`src/rtl/fl_pkg.sv`:
```
package fl_pkg;
  localparam logic [1:0] MODE_FREE = 2'b00;
  localparam logic [1:0] MODE_LOCK = 2'b01;
  localparam logic [1:0] MODE_VRR  = 2'b10;

  typedef logic [1:0] adj_t;
  localparam adj_t ADJ_NONE  = 2'b00;
  localparam adj_t ADJ_LONG  = 2'b01;
  localparam adj_t ADJ_SHORT = 2'b11;
endpackage

```
`src/rtl/fl_fs_edge.sv`:
```
module fl_fs_edge #(
  parameter int SYNC_STAGES = 2
) (
  input  logic clk,
  input  logic rst,
  input  logic fs_async,
  input  logic toggle_en,
  output logic fs_evt
);
  logic [SYNC_STAGES-1:0] chain;
  logic                   last_q;
  logic                   edge_c;

  always_ff @(posedge clk) begin
    if (rst) begin
      chain  <= '0;
      last_q <= 1'b0;
      fs_evt <= 1'b0;
    end else begin
      chain  <= {chain[SYNC_STAGES-2:0], fs_async};
      last_q <= chain[SYNC_STAGES-1];
      fs_evt <= edge_c;
    end
  end

  always_comb begin
    if (toggle_en) edge_c = chain[SYNC_STAGES-1] ^ last_q;
    else           edge_c = chain[SYNC_STAGES-1] & ~last_q;
  end

  // in pulse mode two events can never sit on adjacent cycles
  assert_pulse_spacing_R1: assert property (@(posedge clk) disable iff (rst)
    (fs_evt && !toggle_en && !$past(toggle_en)) |=> !fs_evt);
endmodule

```
`src/rtl/fl_window.sv`:
```
module fl_window #(
  parameter int HW = 12,
  parameter int VW = 12,
  parameter int CW = 7
) (
  input  logic [HW-1:0]          h_pos,
  input  logic [VW-1:0]          v_pos,
  input  logic [HW-1:0]          h_target,
  input  logic [VW-1:0]          v_target,
  input  logic [HW-1:0]          h_total,
  input  logic [VW-1:0]          v_total,
  input  logic [CW-1:0]          tol,
  output logic signed [HW+VW+1:0] err,
  output logic                   in_win
);
  localparam int LW = HW + VW;
  localparam int EW = LW + 2;

  logic [LW-1:0]        lin, expv, frame;
  logic signed [EW-1:0] raw, half, fsz, wr;
  logic [EW-1:0]        mag;

  always_comb begin
    lin   = LW'(v_pos) * LW'(h_total) + LW'(h_pos);
    expv  = LW'(v_target) * LW'(h_total) + LW'(h_target);
    frame = LW'(v_total) * LW'(h_total);
    raw   = $signed({2'b00, lin}) - $signed({2'b00, expv});
    half  = $signed({3'b000, frame[LW-1:1]});
    fsz   = $signed({2'b00, frame});
    if (raw > half)       wr = raw - fsz;
    else if (raw < -half) wr = raw + fsz;
    else                  wr = raw;
    mag    = wr[EW-1] ? $unsigned(-wr) : $unsigned(wr);
    in_win = (mag <= {{(EW-CW){1'b0}}, tol});
    err    = wr;
  end
endmodule

```
`src/rtl/fl_soft_lock.sv`:
```
module fl_soft_lock
  import fl_pkg::*;
#(
  parameter int CW = 7,
  parameter int EW = 26
) (
  input  logic                 clk,
  input  logic                 rst,
  input  logic                 enable,
  input  logic                 start,
  input  logic signed [EW-1:0] err_in,
  input  logic                 line_start,
  input  logic [CW-1:0]        ign_lines,
  input  logic [CW-1:0]        adj_lines,
  output adj_t                 line_adj,
  output logic                 ignoring
);
  localparam logic signed [EW-1:0] ONE = 1;

  logic                 active;
  logic [CW-1:0]        cnt;
  logic signed [EW-1:0] rem;
  logic                 adj_line;

  assign adj_line = enable && active && !start && (cnt < adj_lines) &&
                    (cnt >= ign_lines) && (rem != '0);

  always_ff @(posedge clk) begin
    if (rst) begin
      active   <= 1'b0;
      cnt      <= '0;
      rem      <= '0;
      line_adj <= ADJ_NONE;
    end else begin
      if (line_start) begin
        if (adj_line) line_adj <= rem[EW-1] ? ADJ_SHORT : ADJ_LONG;
        else          line_adj <= ADJ_NONE;
      end
      if (!enable) begin
        active <= 1'b0;
      end else if (start) begin
        active <= 1'b1;
        cnt    <= '0;
        rem    <= err_in;
      end else if (line_start && active) begin
        if (cnt >= adj_lines) begin
          active <= 1'b0;
        end else begin
          cnt <= cnt + CW'(1);
          if (cnt >= ign_lines && rem != '0)
            rem <= rem[EW-1] ? rem + ONE : rem - ONE;
        end
      end
    end
  end

  assign ignoring = active && (ign_lines != '0) && (cnt <= ign_lines);

  // the correction is held for a whole line
  assert_adj_line_hold_R8: assert property (@(posedge clk) disable iff (rst)
    !line_start |=> $stable(line_adj));
  // unused correction code never appears
  assert_adj_code_R8: assert property (@(posedge clk) disable iff (rst)
    line_adj != 2'b10);
endmodule

```
`src/rtl/fl_vrr.sv`:
```
module fl_vrr #(
  parameter int HW = 12,
  parameter int VW = 12
) (
  input  logic          clk,
  input  logic          rst,
  input  logic          en,
  input  logic          line_mode,
  input  logic          fs_evt,
  input  logic [HW-1:0] h_pos,
  input  logic [VW-1:0] v_pos,
  input  logic [HW-1:0] h_total,
  input  logic [VW-1:0] v_total,
  input  logic [VW-1:0] v_last,
  output logic          hold,
  output logic          ld_req,
  output logic [VW-1:0] ld_v
);
  localparam logic [HW-1:0] H_ONE = 1;
  localparam logic [VW-1:0] V_ONE = 1;

  logic line_end, frame_act_end, blank, end_q, le_q, le_rise, seen;

  assign line_end      = (h_pos == h_total - H_ONE);
  assign frame_act_end = line_end && (v_pos == v_last);
  assign blank         = (v_pos > v_last);
  assign le_rise       = line_end && !le_q;

  always_ff @(posedge clk) begin
    if (rst) begin
      end_q <= 1'b0;
      le_q  <= 1'b0;
      hold  <= 1'b0;
      seen  <= 1'b0;
    end else begin
      end_q <= frame_act_end;
      le_q  <= line_end;
      if (!en) begin
        hold <= 1'b0;
        seen <= 1'b0;
      end else begin
        if (line_mode)                        hold <= 1'b0;
        else if (hold && fs_evt)              hold <= 1'b0;
        else if (frame_act_end && !end_q)     hold <= 1'b1;
        if (!line_mode)                       seen <= 1'b0;
        else if (fs_evt && blank)             seen <= 1'b1;
        else if (le_rise && blank && seen)    seen <= 1'b0;
      end
    end
  end

  assign ld_req = en && line_mode && le_rise && blank &&
                  (seen || (v_pos == v_total - V_ONE));
  assign ld_v   = seen ? '0 : v_total - V_ONE;

  // a stall ends only on a frame-start event or on leaving stall mode
  assert_hold_release_R9: assert property (@(posedge clk) disable iff (rst)
    $fell(hold) |-> ($past(fs_evt) || !$past(en) || $past(line_mode)));
  // repeating-line mode never stalls
  assert_hold_stall_only_R10: assert property (@(posedge clk) disable iff (rst)
    hold |-> ($past(en) && !$past(line_mode)));
endmodule

```
`src/rtl/fl_frame_lock_ctrl.sv`:
```
module fl_frame_lock_ctrl
  import fl_pkg::*;
#(
  parameter int HW          = 12,
  parameter int VW          = 12,
  parameter int CW          = 7,
  parameter int SYNC_STAGES = 2,
  parameter bit SOFT_LOCK   = 1'b1,
  parameter bit VRR_SUPPORT = 1'b1
) (
  input  logic          clk,
  input  logic          rst,
  input  logic          fs_in,
  input  logic [1:0]    mode,
  input  logic          soft_en,
  input  logic          toggle_en,
  input  logic [CW-1:0] tol,
  input  logic [CW-1:0] ign_lines,
  input  logic [CW-1:0] adj_lines,
  input  logic [HW-1:0] h_target,
  input  logic [VW-1:0] v_target,
  input  logic [HW-1:0] h_total,
  input  logic [VW-1:0] v_total,
  input  logic [VW-1:0] v_last,
  input  logic          vrr_line_mode,
  input  logic [HW-1:0] h_pos,
  input  logic [VW-1:0] v_pos,
  output logic          load_en,
  output logic [HW-1:0] load_h,
  output logic [VW-1:0] load_v,
  output logic          hold,
  output logic [1:0]    line_adj
);
  localparam int EW = HW + VW + 2;

  logic                 fs_evt, in_win, ignoring, line_start;
  logic                 lock_on, soft_on, vrr_on, accepted, hard_ld, soft_start;
  logic                 vrr_ld;
  logic [VW-1:0]        vrr_ld_v;
  logic signed [EW-1:0] err;
  logic [HW-1:0]        h_prev;

  fl_fs_edge #(.SYNC_STAGES(SYNC_STAGES)) u_edge (
    .clk(clk), .rst(rst), .fs_async(fs_in), .toggle_en(toggle_en), .fs_evt(fs_evt)
  );

  fl_window #(.HW(HW), .VW(VW), .CW(CW)) u_win (
    .h_pos(h_pos), .v_pos(v_pos), .h_target(h_target), .v_target(v_target),
    .h_total(h_total), .v_total(v_total), .tol(tol), .err(err), .in_win(in_win)
  );

  always_ff @(posedge clk) begin
    if (rst) h_prev <= '0;
    else     h_prev <= h_pos;
  end
  assign line_start = (h_pos == '0) && (h_prev != '0);

  assign lock_on    = (mode == MODE_LOCK);
  assign soft_on    = SOFT_LOCK && soft_en;
  assign vrr_on     = VRR_SUPPORT && (mode == MODE_VRR);
  assign accepted   = fs_evt && lock_on && !ignoring;
  assign hard_ld    = accepted && !in_win && !soft_on;
  assign soft_start = accepted && !in_win && soft_on;

  generate
    if (SOFT_LOCK) begin : g_soft
      fl_soft_lock #(.CW(CW), .EW(EW)) u_soft (
        .clk(clk), .rst(rst), .enable(lock_on && soft_on), .start(soft_start),
        .err_in(err), .line_start(line_start), .ign_lines(ign_lines),
        .adj_lines(adj_lines), .line_adj(line_adj), .ignoring(ignoring)
      );
    end else begin : g_nosoft
      assign line_adj = ADJ_NONE;
      assign ignoring = 1'b0;
    end

    if (VRR_SUPPORT) begin : g_vrr
      fl_vrr #(.HW(HW), .VW(VW)) u_vrr (
        .clk(clk), .rst(rst), .en(vrr_on), .line_mode(vrr_line_mode),
        .fs_evt(fs_evt), .h_pos(h_pos), .v_pos(v_pos), .h_total(h_total),
        .v_total(v_total), .v_last(v_last), .hold(hold), .ld_req(vrr_ld),
        .ld_v(vrr_ld_v)
      );
    end else begin : g_novrr
      assign hold     = 1'b0;
      assign vrr_ld   = 1'b0;
      assign vrr_ld_v = '0;
    end
  endgenerate

  always_ff @(posedge clk) begin
    if (rst) begin
      load_en <= 1'b0;
      load_h  <= '0;
      load_v  <= '0;
    end else begin
      load_en <= hard_ld || vrr_ld;
      load_h  <= hard_ld ? h_target : '0;
      load_v  <= hard_ld ? v_target : vrr_ld_v;
    end
  end

  // no load request can follow a cycle spent free-running
  assert_no_free_load_R3: assert property (@(posedge clk) disable iff (rst)
    load_en |-> ($past(mode) == MODE_LOCK || $past(mode) == MODE_VRR));
  // a lock-mode load always carries the programmed target
  assert_lock_target_R5: assert property (@(posedge clk) disable iff (rst)
    (load_en && $past(mode) == MODE_LOCK) |->
      (load_h == $past(h_target) && load_v == $past(v_target)));
endmodule

```
`config.mk`:
```
export PLATFORM = sky130hd
export DESIGN_NAME = fl_frame_lock_ctrl
export DESIGN_NICKNAME = d
export VERILOG_FILES = /design/src/rtl/fl_pkg.sv /design/src/rtl/fl_fs_edge.sv /design/src/rtl/fl_window.sv /design/src/rtl/fl_soft_lock.sv /design/src/rtl/fl_vrr.sv /design/src/rtl/fl_frame_lock_ctrl.sv
export SDC_FILE = /design/constraint.sdc
export NUM_CORES = 2
export LEC_CHECK = 0
export BUFFER_PORTS_ARGS = -buffer_cell sky130_fd_sc_hd__buf_2
export CAP_MARGIN = 10
export CORE_UTILIZATION = 40
export DETAILED_ROUTE_END_ITERATION = 10
export PLACE_DENSITY = 0.55
export SLEW_MARGIN = 20
export SYNTH_ARGS = -nofsm -noshare
export SYNTH_HDL_FRONTEND = slang
export SYNTH_HIERARCHICAL = 1
export SYNTH_SLANG_ARGS = --single-unit
```
`constraint.sdc`:
```
create_clock -name clk -period 30.1 [get_ports clk]
set_clock_uncertainty 0.15 [all_clocks]
set_input_delay 0 -clock clk [delete_from_list [all_inputs] [get_ports clk]]
set_output_delay 0 -clock clk [all_outputs]
set_load 0.1 [all_outputs]
```
# ---- Word-level counts from Yosys, hierarchy flattened
# Cells that the tools add are included.
# Widths: inputs -> output; s select.
dict set report op_classes {
  add_sub_neg 12
  n_mul 3
  bitwise 7
  n_mux 21
  order_cmp 8
  eq_ne 6
  n_reduce_logical 50
}
# cell count
set op_table {}
lappend op_table {{$mux 26} 8}
lappend op_table {{$mul 12x12->24} 3}
lappend op_table {{$add 24x12->24} 2}
lappend op_table {{$eq 12x12->1} 3}
lappend op_table {{$logic_and 1x1->1} 27}
lappend op_table {{$add 26x2->26 const B} 1}
lappend op_table {{$add 26x25->26} 1}
lappend op_table {{$gt 26x24->1} 1}
lappend op_table {{$le 26x7->1} 1}
lappend op_table {{$lt 26x26->1} 1}
lappend op_table {{$neg 23->26} 1}
lappend op_table {{$neg 26->26} 1}
lappend op_table {{$reduce_bool 26->1} 1}
lappend op_table {{$sub 26x2->26 const B} 1}
lappend op_table {{$sub 26x25->26} 1}
lappend op_table {{$sub 24x24->25} 1}
lappend op_table {{$mux 12} 2}
lappend op_table {{$sub 12x1->12 const B} 2}
lappend op_table {{$mux 7} 3}
lappend op_table {{$ge 7x7->1} 2}
lappend op_table {{$gt 12x12->1} 1}
lappend op_table {{$logic_not 12->1} 1}
lappend op_table {{$reduce_bool 12->1} 1}
lappend op_table {{$reduce_bool 2->1} 4}
lappend op_table {{20 further kinds} 37}
dict set report word_totals {
  elab_cells 122
  register_bits 81
}

# ---- Longest topological paths before layout
dict set report depth {
  depth_word 18
  mapped_depth 74
}

# ---- Hierarchy
# Netlist, hierarchy kept.
# mod instances cells_each seq_area_each_um2 area_each_um2
set by_module_without_submodules {}
lappend by_module_without_submodules {fl_window 1 2715 0.0 21450.6}
lappend by_module_without_submodules {fl_soft_lock 1 489 720.7 3681.0}
lappend by_module_without_submodules {fl_frame_lock_ctrl 1 120 740.7 1328.8}
lappend by_module_without_submodules {fl_vrr 1 179 80.1 1312.5}
lappend by_module_without_submodules {fl_fs_edge 1 12 80.1 143.9}

# ---- Worst setup path before layout
# No wires, ideal clock.
dict set report synth_timing {
  kind {input -> register}
  startpoint {in v_pos[7]}
  endpoint {reg g_soft.u_soft.rem[6]}
  path_stages 69
  arrival_time_ns 12.446
  slack_ns 17.372
  setup_time_ns 0.132
  cell_sequence {clkbuf_1 -> and2_1 -> fa_1 -> inv_1 -> fa_1 -> inv_1 -> fa_1 -> inv_1 -> fa_1 -> fa_1 -> inv_1 -> ha_1 -> inv_1 -> o21bai_1 -> a21oi_1 -> o21bai_1 -> a21oi_1 -> o21bai_1 -> [33 not listed] -> o21a_1 -> o21ai_0 -> nand2b_1 -> a21oi_1 -> nor2b_1 -> o22ai_1 -> o41ai_1 -> a311o_1 -> a221o_1 -> nor4_2 -> or3b_4 -> nor3_1 -> buf_2 -> buf_2 -> buf_1 -> o21ai_0 -> a21oi_1 -> nor3_1}
}
dict set report synth_between {
  elab_chain_cells 14
  word_cells_on_any_way 20
}
# element line_no
set synth_rtl {}
lappend synth_rtl {{start: declaration} fl_frame_lock_ctrl.sv:27} ;# input logic [VW-1:0] v_pos,
lappend synth_rtl {{$mul 12x12->24 *} fl_window.sv:24} ;# lin = LW'(v_pos) * LW'(h_total) + LW'(h_pos);
lappend synth_rtl {{$add 24x12->24 *} fl_window.sv:24}
lappend synth_rtl {{$sub 24x24->25 *} fl_window.sv:27} ;# raw = $signed({2'b00, lin}) - $signed({2'b00, expv});
lappend synth_rtl {{$lt 26x26->1} fl_window.sv:31} ;# else if (raw < -half) wr = raw + fsz;
lappend synth_rtl {{$mux 26} fl_window.sv:31}
lappend synth_rtl {{$mux 26 *} fl_window.sv:30} ;# if (raw > half) wr = raw - fsz;
lappend synth_rtl {{net err[1]} fl_frame_lock_ctrl.sv:40} ;# logic signed [EW-1:0] err;
lappend synth_rtl {{$neg 26->26} fl_window.sv:33} ;# mag = wr[EW-1] ? $unsigned(-wr) : $unsigned(wr);
lappend synth_rtl {{$mux 26 *} fl_window.sv:33}
lappend synth_rtl {{$le 26x7->1 *} fl_window.sv:34} ;# in_win = (mag <= {{(EW-CW){1'b0}}, tol});
lappend synth_rtl {{net in_win} fl_frame_lock_ctrl.sv:36} ;# logic fs_evt, in_win, ignoring, line_start;
lappend synth_rtl {{$logic_not 1->1 *} fl_frame_lock_ctrl.sv:63} ;# assign soft_start = accepted && !in_win && soft_on;
lappend synth_rtl {{$logic_and 1x1->1 * (2 in a row)} fl_frame_lock_ctrl.sv:63}
lappend synth_rtl {{net soft_start} fl_frame_lock_ctrl.sv:37} ;# logic lock_on, soft_on, vrr_on, accepted, hard_ld, soft_start;
lappend synth_rtl {{$ne 2x1->1 (no line) / $reduce_bool 2->1 (equally long branches)} -}
lappend synth_rtl {{$reduce_and 4->1 (no line)} -}
lappend synth_rtl {{end signal: assignment} fl_soft_lock.sv:44} ;# rem <= err_in;
lappend synth_rtl {{end signal: assignment} fl_soft_lock.sv:51} ;# rem <= rem[EW-1] ? rem + ONE : rem - ONE;
lappend synth_rtl {{end: declaration} fl_soft_lock.sv:22} ;# logic signed [EW-1:0] rem;
# The timed path passes the listed nets; every way through them passes the cells marked *.
# A chain may end at the register's enable or synchronous reset.

# ---- Worst setup path after layout
dict set report layout_timing {
  startpoint {in v_target[6]}
  endpoint {reg g_soft.u_soft.rem[6]}
}
dict set report layout_between {
  elab_chain_cells 14
  word_cells_on_any_way 20
}
# element line_no
set layout_rtl {}
lappend layout_rtl {{start: declaration} fl_frame_lock_ctrl.sv:21} ;# input logic [VW-1:0] v_target,
lappend layout_rtl {{$mul 12x12->24 *} fl_window.sv:25} ;# expv = LW'(v_target) * LW'(h_total) + LW'(h_target);
lappend layout_rtl {{$add 24x12->24 *} fl_window.sv:25}
lappend layout_rtl {{$sub 24x24->25 *} fl_window.sv:27}
lappend layout_rtl {{$lt 26x26->1} fl_window.sv:31}
lappend layout_rtl {{$mux 26} fl_window.sv:31}
lappend layout_rtl {{$mux 26 *} fl_window.sv:30}
lappend layout_rtl {{net err[1]} fl_frame_lock_ctrl.sv:40}
lappend layout_rtl {{$neg 26->26} fl_window.sv:33}
lappend layout_rtl {{$mux 26 *} fl_window.sv:33}
lappend layout_rtl {{$le 26x7->1 *} fl_window.sv:34}
lappend layout_rtl {{net in_win} fl_frame_lock_ctrl.sv:36}
lappend layout_rtl {{$logic_not 1->1 *} fl_frame_lock_ctrl.sv:63}
lappend layout_rtl {{$logic_and 1x1->1 * (2 in a row)} fl_frame_lock_ctrl.sv:63}
lappend layout_rtl {{net soft_start} fl_frame_lock_ctrl.sv:37}
lappend layout_rtl {{$ne 2x1->1 (no line) / $reduce_bool 2->1 (equally long branches)} -}
lappend layout_rtl {{$reduce_and 4->1 (no line)} -}
# Marks and branches as above.

==> results.txt <==
status - completed
DRC violations left - 0
drt via density - 5.356
CTS HTree Levels - 3
Area Growth Syn to Fin - 8.350%
Num Clock Sinks - 81
slowest stage delay, CP - 0.55 ns
Slew Limit Fails - 0
CTS resizes - 0
FF+latch count, synth - 81
hpwl dp - 63790 um
GRT overflow - 0
Initial DRC Count - 1485
HP Class - primary input to register
initial antenna violation count - 0
Die Y - 266.2 um
Nets - 4418
Worst path depth - 70
Worst Setup Slack, final - 15.05 ns
launching element type of the critical path - primary input
Max-cap violations - 0
CTS clk-pin slew, worst paths - 0.07 ns
worst reg2reg path depth - 15
worst path required time - 30.18 ns
Initial Utilization - 40.56%
post-synthesis sequential area ratio - 5.809%
Post-synth top flop - dfxtp_1
Die Span X - 266.2 um
clock latency on the worst-skew pair - 0.37 ns
Top delay family on crit path - compound AO/OA/AOI/OAI gates
period utilization - 50.00%
YS warnings - 6
Worst setup EP type - register
share of flip-flops with an asynchronous set or reset - 0%
Crit Path Category - primary input to register
Fmax achieved - 66.45 MHz
highest net fanout along the worst path - 59
Post-Syn Area per Cell - 7.942 um2
DRT antenna net count - 0
unique cell type count in the Yosys netlist - 115
Vias - 24290
RSZ-0062 raised after global routing - no
CTS tree - built
std cell rows - 96
largest net degree at the start of global routing - 83
Final Setup Violations - 0
Cells after Synth - 3515
core region area - 68830 um2
EDFF count, synth - 0
io pins - 141
IO Port Bufs - 140
CP max stage cell - a211oi_2
setup TNS - 0 ns
Die ar. - 70850 um2
Post-Syn Area - 27920 um2
routed wire length - 81890 um
share of post-route cells with drive strength above 1 - 7.684%
WP data arrival - 15.13 ns
Root Buffer - clkbuf_16
Hold Violations, Final - 0
Mapped Nets - 4333
Tightest Pin Transition - 1.176 ns
Setup Slack @ Placement - 14.71 ns
Buf/Inv on CP - 11
n_diodes - 0
Clock Tree Buf Depth - 2
global placement routability congestion - 0.9047
CTS buffer count - 9
number of global-route vias before repair - 24020
WL per Instance - 18.05 um
fin crit period - 15.05 ns
worst rel slew slack - 21.03%
Critical Path Most Common Cell - a21oi_1
hold path cells - 3
gr usage total - 23.30%
first-pass GRT wire length - 131900 um
DRT Pass-1 Iters - 5
-- layout make-up --
| class | count | area [um2] |
|---|---|---|
| clock inverter | 7 | 77.57 |
| clock buffer | 9 | 225.2 |
| timing repair buffer | 221 | 1471 |
| multi-input combinational | 2687 | 23440 |
| sequential | 81 | 1622 |
| tap | 931 | 1165 |
| fill | 7034 | 38580 |
| inverter | 600 | 2252 |
-- layer usage --
| layer | part of all wire (%) | global-route usage (%) | up-vias |
|---|---|---|---|
| li1 | - | - | 11720 |
| met1 | 48 | 32.86 | 11930 |
| met2 | 47 | 38.59 | 558 |
| met3 | 3.9 | 2.153 | 80 |
| met4 | 1.6 | 4.675 | 0 |
| met5 | 0 | 0 | - |
-- cells by family (layout without fill, tap and decap cells) --
family,Yosys count,after routing,share of synthesized area (%)
compound gates,625,625,15.53
flops,81,81,5.809
simple gates,1161,1161,21.64
xor+xnor,162,162,5.109
buf+inv,747,837,10.31
mux,34,34,1.233
fa+ha+maj,705,705,40.36
-- worst register-to-register path: cells and delay by family, from the launching register on --
family | cells | cell delay (ns)
flip-flops | 1 | 0.39
adder cells (fa/ha/maj) | 1 | 0.34
AND/OR/NAND/NOR | 6 | 1.24
buffers and inverters | 2 | 0.68
AO/OA/AOI/OAI | 6 | 1.19
-- flip-flops by register name, summed over array words and instances, names as in the netlist, 2 cells and up --
name,count
load_h,12
load_v,12
u_edge/chain,2
g_soft.u_soft/rem,26
h_prev,12
g_soft.u_soft/line_adj,2
g_soft.u_soft/cnt,7
-- per-stage QoR --
stage               utilization (%)  hold slack (ns)  instance area [um2]  std cells
finish                        43.95          0.02410                30250       4536
detailed placement            42.55          0.07733                29290       4455
global placement              42.55          0.07303                29290       4455
CTS                           43.94         0.008625                30240       4536
floorplan                         -         -0.08756                27920       3515
global route                  43.95          0.02880                30250       4536
-- synth_stat cells (24+ instances only) --
| master | instances | area [um2] |
|---|---|---|
| a211oi_1 | 41 | 307.8 |
| a21o_1 | 47 | 352.8 |
| a21oi_1 | 191 | 955.9 |
| and2_1 | 219 | 1370 |
| clkbuf_1 | 120 | 450.4 |
| dfxtp_1 | 81 | 1622 |
| fa_1 | 326 | 6526 |
| ha_1 | 379 | 4742 |
| inv_1 | 596 | 2237 |
| mux2i_1 | 31 | 310.3 |
| nand2_1 | 356 | 1336 |
| nand2b_1 | 58 | 362.9 |
| nand3_1 | 55 | 275.3 |
| nand4_1 | 33 | 206.5 |
| nor2_1 | 188 | 705.7 |
| nor2b_1 | 42 | 262.8 |
| nor3_1 | 52 | 260.3 |
| nor4_1 | 24 | 150.1 |
| o21a_1 | 25 | 187.7 |
| o21ai_0 | 88 | 440.4 |
| o21bai_1 | 44 | 330.3 |
| or3_1 | 28 | 175.2 |
| xnor2_1 | 106 | 928.4 |
| xor2_1 | 55 | 481.7 |
-- cell usage in the layout, fill, tap and decap left out, types with 28 or more instances in the layout --
| cell type | netlist | final |
|---|---|---|
| a211oi_1 | 41 | 41 |
| a21o_1 | 47 | 47 |
| a21oi_1 | 191 | 190 |
| and2_1 | 219 | 219 |
| buf_2 | 13 | 140 |
| dfxtp_1 | 81 | 81 |
| dlygate4sd3_1 | 0 | 65 |
| fa_1 | 326 | 326 |
| ha_1 | 379 | 379 |
| inv_1 | 596 | 596 |
| mux2i_1 | 31 | 31 |
| nand2_1 | 356 | 356 |
| nand2b_1 | 58 | 58 |
| nand3_1 | 55 | 55 |
| nand4_1 | 33 | 33 |
| nor2_1 | 188 | 188 |
| nor2b_1 | 42 | 42 |
| nor3_1 | 52 | 51 |
| o21ai_0 | 88 | 88 |
| o21bai_1 | 44 | 44 |
| or3_1 | 28 | 28 |
| xnor2_1 | 106 | 106 |
| xor2_1 | 55 | 55 |
-- worst paths after layout --
kind / start / end / slack (ns)
max: v_target[6] / g_soft.u_soft/rem[6] / 15.05
min: v_target[1] / load_v[1] / 0.02
max reg2reg: g_soft.u_soft/cnt[1] / g_soft.u_soft/rem[6] / 25.97
min reg2reg: u_edge/chain[0] / u_edge/chain[1] / 0.30
-- repair_timing --
action / CTS / global route
endpoints found under the hold margin: 41 / 0
buffers inserted: 0 / 0
hold buffers: 65 / 0
Power is left out: the tool's default activity adds up to more than one toggle a clock period on the data nets, which glitch-free logic cannot reach.
